<file path="src/rtl/pack_guard_pkg.sv">
package pack_guard_pkg;

  // Counter width able to hold 0..delay.
  function automatic int unsigned cnt_bits(input int unsigned delay);
    return (delay < 2) ? 1 : $clog2(delay + 1);
  endfunction

  // Discharge path power state.
  typedef enum logic {PS_AWAKE = 1'b0, PS_SLEEP = 1'b1} pwr_state_t;

  // Final decision for the discharge switch.
  function automatic logic dsg_allowed(input logic sleeping, input logic disabled,
                                       input logic oc_tripped, input logic oc_now);
    return !sleeping && !disabled && !(oc_tripped && oc_now);
  endfunction

endpackage

</file>
<file path="src/rtl/fault_timer.sv">
module fault_timer #(
  parameter int unsigned DELAY = 16
) (
  input  logic clk,
  input  logic rst,
  input  logic tick,
  input  logic flag,
  input  logic hold,
  output logic fire,
  output logic done
);
  localparam int unsigned CW = pack_guard_pkg::cnt_bits(DELAY);
  localparam logic [CW-1:0] LAST = CW'(DELAY - 1);

  logic [CW-1:0] cnt_q;
  logic          done_q;

  // One-cycle expiry pulse on the tick that completes the delay.
  assign fire = flag && !hold && tick && !done_q && (cnt_q == LAST);
  assign done = done_q;

  always_ff @(posedge clk) begin
    if (rst || !flag || hold) begin
      cnt_q  <= '0;
      done_q <= 1'b0;
    end else if (fire) begin
      done_q <= 1'b1;
    end else if (tick && !done_q) begin
      cnt_q <= cnt_q + 1'b1;
    end
  end
endmodule

</file>
<file path="src/rtl/charge_path.sv">
module charge_path #(
  parameter int unsigned OV_TICKS = 950
) (
  input  logic clk,
  input  logic rst,
  input  logic tick,
  input  logic cell_ov,
  input  logic cell_float,
  input  logic cells_below_ce,
  output logic ov_fire,
  output logic ovc_q
);
  logic ov_flag;
  logic ov_done;

  // A floating input is handled exactly as an overvoltage.
  assign ov_flag = cell_ov || cell_float;

  fault_timer #(.DELAY(OV_TICKS)) u_ov_tmr (
    .clk (clk),
    .rst (rst),
    .tick(tick),
    .flag(ov_flag),
    .hold(1'b0),
    .fire(ov_fire),
    .done(ov_done)
  );

  always_ff @(posedge clk) begin
    if (rst)                 ovc_q <= 1'b0;
    else if (ov_fire)        ovc_q <= 1'b1;
    else if (cells_below_ce) ovc_q <= 1'b0;
  end
endmodule

</file>
<file path="src/rtl/discharge_path.sv">
module discharge_path #(
  parameter int unsigned UV_TICKS = 950,
  parameter int unsigned OC_TICKS = 12
) (
  input  logic clk,
  input  logic rst,
  input  logic tick,
  input  logic cell_uv,
  input  logic over_cur,
  input  logic chg_detect,
  input  logic pack_off,
  output logic uv_fire,
  output logic oc_fire,
  output logic oc_trip,
  output logic sleeping
);
  import pack_guard_pkg::*;

  logic       uv_done;
  logic       oc_done;
  pwr_state_t pwr_q;

  fault_timer #(.DELAY(UV_TICKS)) u_uv_tmr (
    .clk (clk),
    .rst (rst),
    .tick(tick),
    .flag(cell_uv),
    .hold(1'b0),
    .fire(uv_fire),
    .done(uv_done)
  );

  // The disable input holds the overcurrent timer cleared.
  fault_timer #(.DELAY(OC_TICKS)) u_oc_tmr (
    .clk (clk),
    .rst (rst),
    .tick(tick),
    .flag(over_cur),
    .hold(pack_off),
    .fire(oc_fire),
    .done(oc_done)
  );

  assign oc_trip  = oc_done;
  assign sleeping = (pwr_q == PS_SLEEP);

  always_ff @(posedge clk) begin
    if (rst)             pwr_q <= PS_SLEEP;
    else if (uv_fire)    pwr_q <= PS_SLEEP;
    else if (chg_detect) pwr_q <= PS_AWAKE;
  end
endmodule

</file>
<file path="src/rtl/pack_guard_top.sv">
module pack_guard_top #(
  parameter int unsigned OV_TICKS = 950,
  parameter int unsigned UV_TICKS = 950,
  parameter int unsigned OC_TICKS = 12
) (
  input  logic clk,
  input  logic rst,
  input  logic tick,
  input  logic cell_ov,
  input  logic cells_below_ce,
  input  logic cell_uv,
  input  logic over_cur,
  input  logic chg_detect,
  input  logic cell_float,
  input  logic pack_off,
  output logic chg_oe,
  output logic chg_drv,
  output logic dsg_on,
  output logic asleep
);
  import pack_guard_pkg::*;

  logic ov_fire;
  logic ovc_q;
  logic uv_fire;
  logic oc_fire;
  logic oc_trip;
  logic sleeping;

  charge_path #(.OV_TICKS(OV_TICKS)) u_chg (
    .clk           (clk),
    .rst           (rst),
    .tick          (tick),
    .cell_ov       (cell_ov),
    .cell_float    (cell_float),
    .cells_below_ce(cells_below_ce),
    .ov_fire       (ov_fire),
    .ovc_q         (ovc_q)
  );

  discharge_path #(.UV_TICKS(UV_TICKS), .OC_TICKS(OC_TICKS)) u_dsg (
    .clk       (clk),
    .rst       (rst),
    .tick      (tick),
    .cell_uv   (cell_uv),
    .over_cur  (over_cur),
    .chg_detect(chg_detect),
    .pack_off  (pack_off),
    .uv_fire   (uv_fire),
    .oc_fire   (oc_fire),
    .oc_trip   (oc_trip),
    .sleeping  (sleeping)
  );

  assign chg_oe  = !ovc_q && !pack_off;
  assign chg_drv = chg_oe;
  assign dsg_on  = dsg_allowed(sleeping, pack_off, oc_trip, over_cur);
  assign asleep  = sleeping;
endmodule

</file>
<file path="config.mk">
export PLATFORM = sky130hd
export DESIGN_NAME = pack_guard_top
export DESIGN_NICKNAME = d
export VERILOG_FILES = /design/src/rtl/pack_guard_pkg.sv /design/src/rtl/fault_timer.sv /design/src/rtl/charge_path.sv /design/src/rtl/discharge_path.sv /design/src/rtl/pack_guard_top.sv
export SDC_FILE = /design/constraint.sdc
export NUM_CORES = 1
export LEC_CHECK = 0
export ABC_CLOCK_PERIOD_IN_PS = 1630
export CORE_ASPECT_RATIO = 1.25
export CORE_MARGIN = 2
export CORE_UTILIZATION = 25
export DETAILED_ROUTE_END_ITERATION = 8
export PLACE_DENSITY = 0.4
export SLEW_MARGIN = 20
export SYNTH_ARGS = -nofsm -noshare
export SYNTH_HDL_FRONTEND = slang
export SYNTH_HIERARCHICAL = 1
export SYNTH_SLANG_ARGS = --single-unit
</file>
<file path="constraint.sdc">
create_clock -name clk -period 1.63 [get_ports clk]
set_input_delay 0.2445 -clock clk [delete_from_list [all_inputs] [get_ports clk]]
set_output_delay 0.2445 -clock clk [all_outputs]
set_load 0.005 [all_outputs]
</file>
Word-level counts from Yosys, hierarchy flattened
Index checks and enable logic that the tools add are counted.
Cells by class
  add/subtract/negate cells: 3
  equal/unequal tests: 3
  mux-type cells: 2
  bitwise gates (word level): 3
  reduce and logical (&&, ||, !) cells: 37
Operators with widths (number)
  10-bit by 1-bit adder with 10-bit output, second input constant: 2
  10-bit == test, second input constant: 2
  1-bit logical AND: 17
  1-bit zero test: 10
  2-bit AND reduction: 3
  1-bit logical OR: 5
  4-bit by 1-bit adder with 4-bit output, second input constant: 1
  4-bit == test, second input constant: 1
  1-bit inverter: 3
  1-bit two-way mux: 2
  2-bit nonzero test: 1
  2-bit OR reduction: 1
Storage, ports and cells
  flip-flop bits (word level): 29
  input bits: 10
  output and inout bits: 4
  logic and storage cells: 56

Depth between registers and ports, before layout
  depth after elaboration: 7
  gate-level depth with buffers: 6
  depth with buffers taken out: 6

Cells and area by module
Netlist, hierarchy kept.
By module, submodules not included
  fault_timer (u_chg.u_ov_tmr ...): instances 2, cells each 63, area an instance 549.3 um^2, seq. area each 220.2 um^2
  fault_timer (u_dsg.u_oc_tmr): instances 1, cells each 28, area an instance 260.2 um^2, seq. area each 100.1 um^2
  charge_path: instances 1, cells each 6, area an instance 48.8 um^2, seq. area each 20.0 um^2
  discharge_path: instances 1, cells each 5, area an instance 36.3 um^2, seq. area each 20.0 um^2
  pack_guard_top: instances 1, cells each 3, area an instance 23.8 um^2, seq. area each 0.0 um^2

Least setup slack after synthesis
OpenSTA, ideal clock, no wires.
  kind: register -> register
  start: register u_chg.u_ov_tmr.cnt_q[0]
  end: register u_chg.u_ov_tmr.cnt_q[3]
  arrival: 1.434 ns
  required time: 1.560 ns
  path slack: 0.126 ns
  cell stages (with the launch flop): 6
  clock period less this slack: 1.504 ns
  path through: dfxtp_1 ha_1 nand4b_1 o31ai_1 o21ai_0 a21oi_1
Between the ends
  cells in the longest elaborated chain, start to end: 4
  elaborated cells between the ends (all ways): 5
  those cells by class: add/sub (1); eq/ne (1); bitwise (1); reduce/logical (2)
Ends and longest elaborated chain
  from (decl): RTL line fault_timer.sv:15  | logic [CW-1:0] cnt_q;
  from (signal assigned): RTL line fault_timer.sv:29  | cnt_q <= cnt_q + 1'b1;
  branches (longest 4 deep; another with 10-bit by 1-bit adder with 10-bit output)
Parallel ways; which one is timed is not known.
A chain may end at the register's enable or synchronous reset.

Worst setup path in the final report
  start: input tick
  end: register u_chg.u_ov_tmr.cnt_q[8]
Between the ends
  cells in the longest elaborated chain, start to end: 5
  elaborated cells between the ends (all ways): 6
  those cells by class: bitwise (1); reduce/logical (5)
Ends and longest elaborated chain
  from (decl): RTL line pack_guard_top.sv:8  | input logic tick,
  1-bit logical AND (3 in a row): RTL line fault_timer.sv:19  | assign fire = flag && !hold && tick && !done_q && (cnt_q == LAST);
  1-bit inverter (no source line)
  2-bit AND reduction (no source line) (*)
Mark *: on every way between the ends. The rest lies on a longest branch, timed or not.

==> metrics.yaml <==
status:
  status: "complete, no violations"
floorplan:
  die_y_um: 89.3
  die_area_um2: 6450
  ios: 14
  width_of_the_die_um: 72.2
  fp.coreArea_um2: 5700
  fp-row-count: 31
  starting_density_pct: 25.5
timing:
  fin_hold_ws_ns: 0.473
  setup_viol_count_final: 0
  post-route-period-util_pct: 94.9
  timing.final.hold_violations: 0
  slew_violations: 0
  final.min_clock_period_ns: 1.55
  fin_worst_skew_ns: 0.00448
  post-route-worst-setup-slack_ns: 0.0832
  setup_repair_after_global_routing_missed_its_margin: "true"
  max_freq_mhz: 646
global_route:
  global_route_wire_length_before_repair_um: 5890
  grt_usage_pct: 12.0
  global_route.overflow_total: 0
  grt_pass1_vias: 1299
  grt_start_max_net_pins: 10
  initial_antenna_violation_count: 0
power:
  cell_internal_pwr_w: 0.00112
  worst_ir_drop_vdd_mv: 0.312
  power.share.clock_pct: 40.8
  sequentialPowerShare_pct: 50.3
  power.switching_fraction_pct: 21.6
  p_leak_nw: 0.742
  netSwitchingPower_w: 0.000309
  power.density_cell_area_nw_per_um2: 716
  p_comb_share_pct: 8.9
placed_design:
  preCtsSetupSlack_ns: -0.279
  place.gp.congestion: 0.842
  buffer_ports.inserted: 13
  half_perimeter_wire_length_after_detailed_placement_um: 2700
  placed_area_um2: 1870
setup_path:
  critical_path_arrival_ns: 1.77
  timing.reg2reg.setup_slack_ns: 0.11
  critical_path_buf_inv_count: 2
  worstSetupEndpointType: "flop"
  start_to_end_type_of_the_worst_setup_path: "in2reg"
  start_kind: "primary input"
  critical_path.slowest_cell: "sky130_fd_sc_hd__clkdlybuf4s50_1"
  cp_data_required_time_ns: 1.85
  critical_path_peak_fanout: 3
  max_stage_delay_ns: 0.50
  cp_cell_sequence: "clkdlybuf4s50_1 -> buf_4 -> and4b_1 -> nand4_1 -> or4_1 -> nand2_1"
  path_delay_family: "simple AND/OR/NAND/NOR gates"
clock_network:
  clock_tree.htree_level_count: 2
  clkSlewWorstSetupHoldPaths_ns: 0.06
  cts_buffer_depth: 2
  tritoncts.num_buffers: 5
  cts_hold_repair.buffers: 0
  cts-root-buf: "sky130_fd_sc_hd__clkbuf_8"
  cts_tree: "built"
  cts_sinks: 29
  later_pin_clock_latency_in_the_skew_report_ns: 0.27
final_layout:
  layout.nets: 233
  filler_cell_count_in_the_final_layout: 600
  num_antenna_cells: 0
  final_area_um2: 2000
  synth_to_layout_area_growth_pct: 37.1
  drive_gt1_share_pct: 20.6
  most-common-layout-cells: "sky130_fd_sc_hd__buf_4, sky130_fd_sc_hd__dfxtp_1, sky130_fd_sc_hd__nor2_1"
  most_common_library_cell_in_the_layout_ignoring_fill_and_taps: "sky130_fd_sc_hd__buf_4"
drt:
  routed_wire_length_per_instance_um: 12.0
  drc: 0
  drt-pass1-iter-count: 4
  num_vias: 1346
  drtIter0Drc: 50
  vias_per_cell: 4.74
  detail_route.wirelength_um: 3400
  route.antenna.remaining_nets: 0
synthesis:
  synth.avg_cell_area_um2: 8.71
  syn_area_um2: 1460
  postSynthCellCount: 167
  ys_warn_count: 6
hold_path:
  hold_path.class: "in2reg"
flow_run:
  drv.max_cap_violation_count: 0
registers in the layout (all words and copies together) (netlist names):
| name | cells |
|---|---|
| u_chg/ovc_q | 1 |
| u_chg/u_ov_tmr/cnt_q | 10 |
| u_chg/u_ov_tmr/done | 1 |
| u_dsg/sleeping | 1 |
| u_dsg/u_oc_tmr/cnt_q | 4 |
| u_dsg/u_oc_tmr/done | 1 |
| u_dsg/u_uv_tmr/cnt_q | 10 |
| u_dsg/u_uv_tmr/done | 1 |
power by group through the flow:
stage	Clock [W]	Sequential [W]	Combinational [W]
after detailed placement	0	0.000734	0.000127
after global placement	0	0.000734	0.000125
after global routing	0.000648	0.000719	0.000141
final	0.000583	0.000719	0.000127
after CTS	0.000616	0.000719	0.000127
after floorplan	0	0.000736	0.0000465
stage by stage:
step           setup TNS [ns]  total power [W]  instances  utilization [%]
3_3_place_gp            -1.91         0.000859        276             32.8
5_1_grt              -0.00158          0.00151        284             35.0
2_1_floorplan               0         0.000783        171                -
6_report                    0          0.00143        284             35.0
3_5_place_dp            -2.25         0.000861        276             32.8
4_1_cts                     0          0.00146        283             34.3
worst paths after layout:
check	from	endpoint	cells after the start
worst min-delay path	pack_off	u_dsg/u_oc_tmr/cnt_q[1]$_SDFFE_PP0P_	5
worst min register to register	u_chg/u_ov_tmr/cnt_q[1]$_SDFFE_PP0P_	u_chg/u_ov_tmr/cnt_q[1]$_SDFFE_PP0P_	2
worst max register to register	u_chg/u_ov_tmr/cnt_q[1]$_SDFFE_PP0P_	u_chg/u_ov_tmr/cnt_q[3]$_SDFFE_PP0P_	7
worst max-delay path	tick	u_chg/u_ov_tmr/cnt_q[8]$_SDFFE_PP0P_	6
area by class of cell:
type	instances	area (um2)	share of cell area [%]
Multi-Input combinational cell	129	852	42.7
Sequential cell	29	581	29.1
Timing Repair Buffer	43	357	17.9
Clock buffer	7	86.3	4.33
Tap cell	66	82.6	4.14
Inverter	10	37.5	1.88
timing repair:
item,in CTS,in global routing
gates cloned,0,0
setup buffers,0,1
pin swaps,0,2
gates resized for setup,2,6
endpoints found under the setup margin,3,9
hold endpoints to repair,0,0
per-layer routing:
| metal | GRT usage, % | vias up | wire [um] |
|---|---|---|---|
| li1 | - | 690 | - |
| met1 | 12.9 | 627 | 1410 |
| met2 | 21.4 | 22 | 1780 |
| met3 | 3.83 | 7 | 114 |
| met4 | 5.83 | 0 | 88 |
| met5 | 0 | - | 0 |
worst min-delay path: stages:
cell,delay (ns)
sky130_fd_sc_hd__dlymetal6s2s_1,0.15
sky130_fd_sc_hd__buf_4,0.14
sky130_fd_sc_hd__nor3b_1,0.05
sky130_fd_sc_hd__nand2_1,0.06
sky130_fd_sc_hd__o31ai_1,0.05
(Power assumes the default switching activity.)
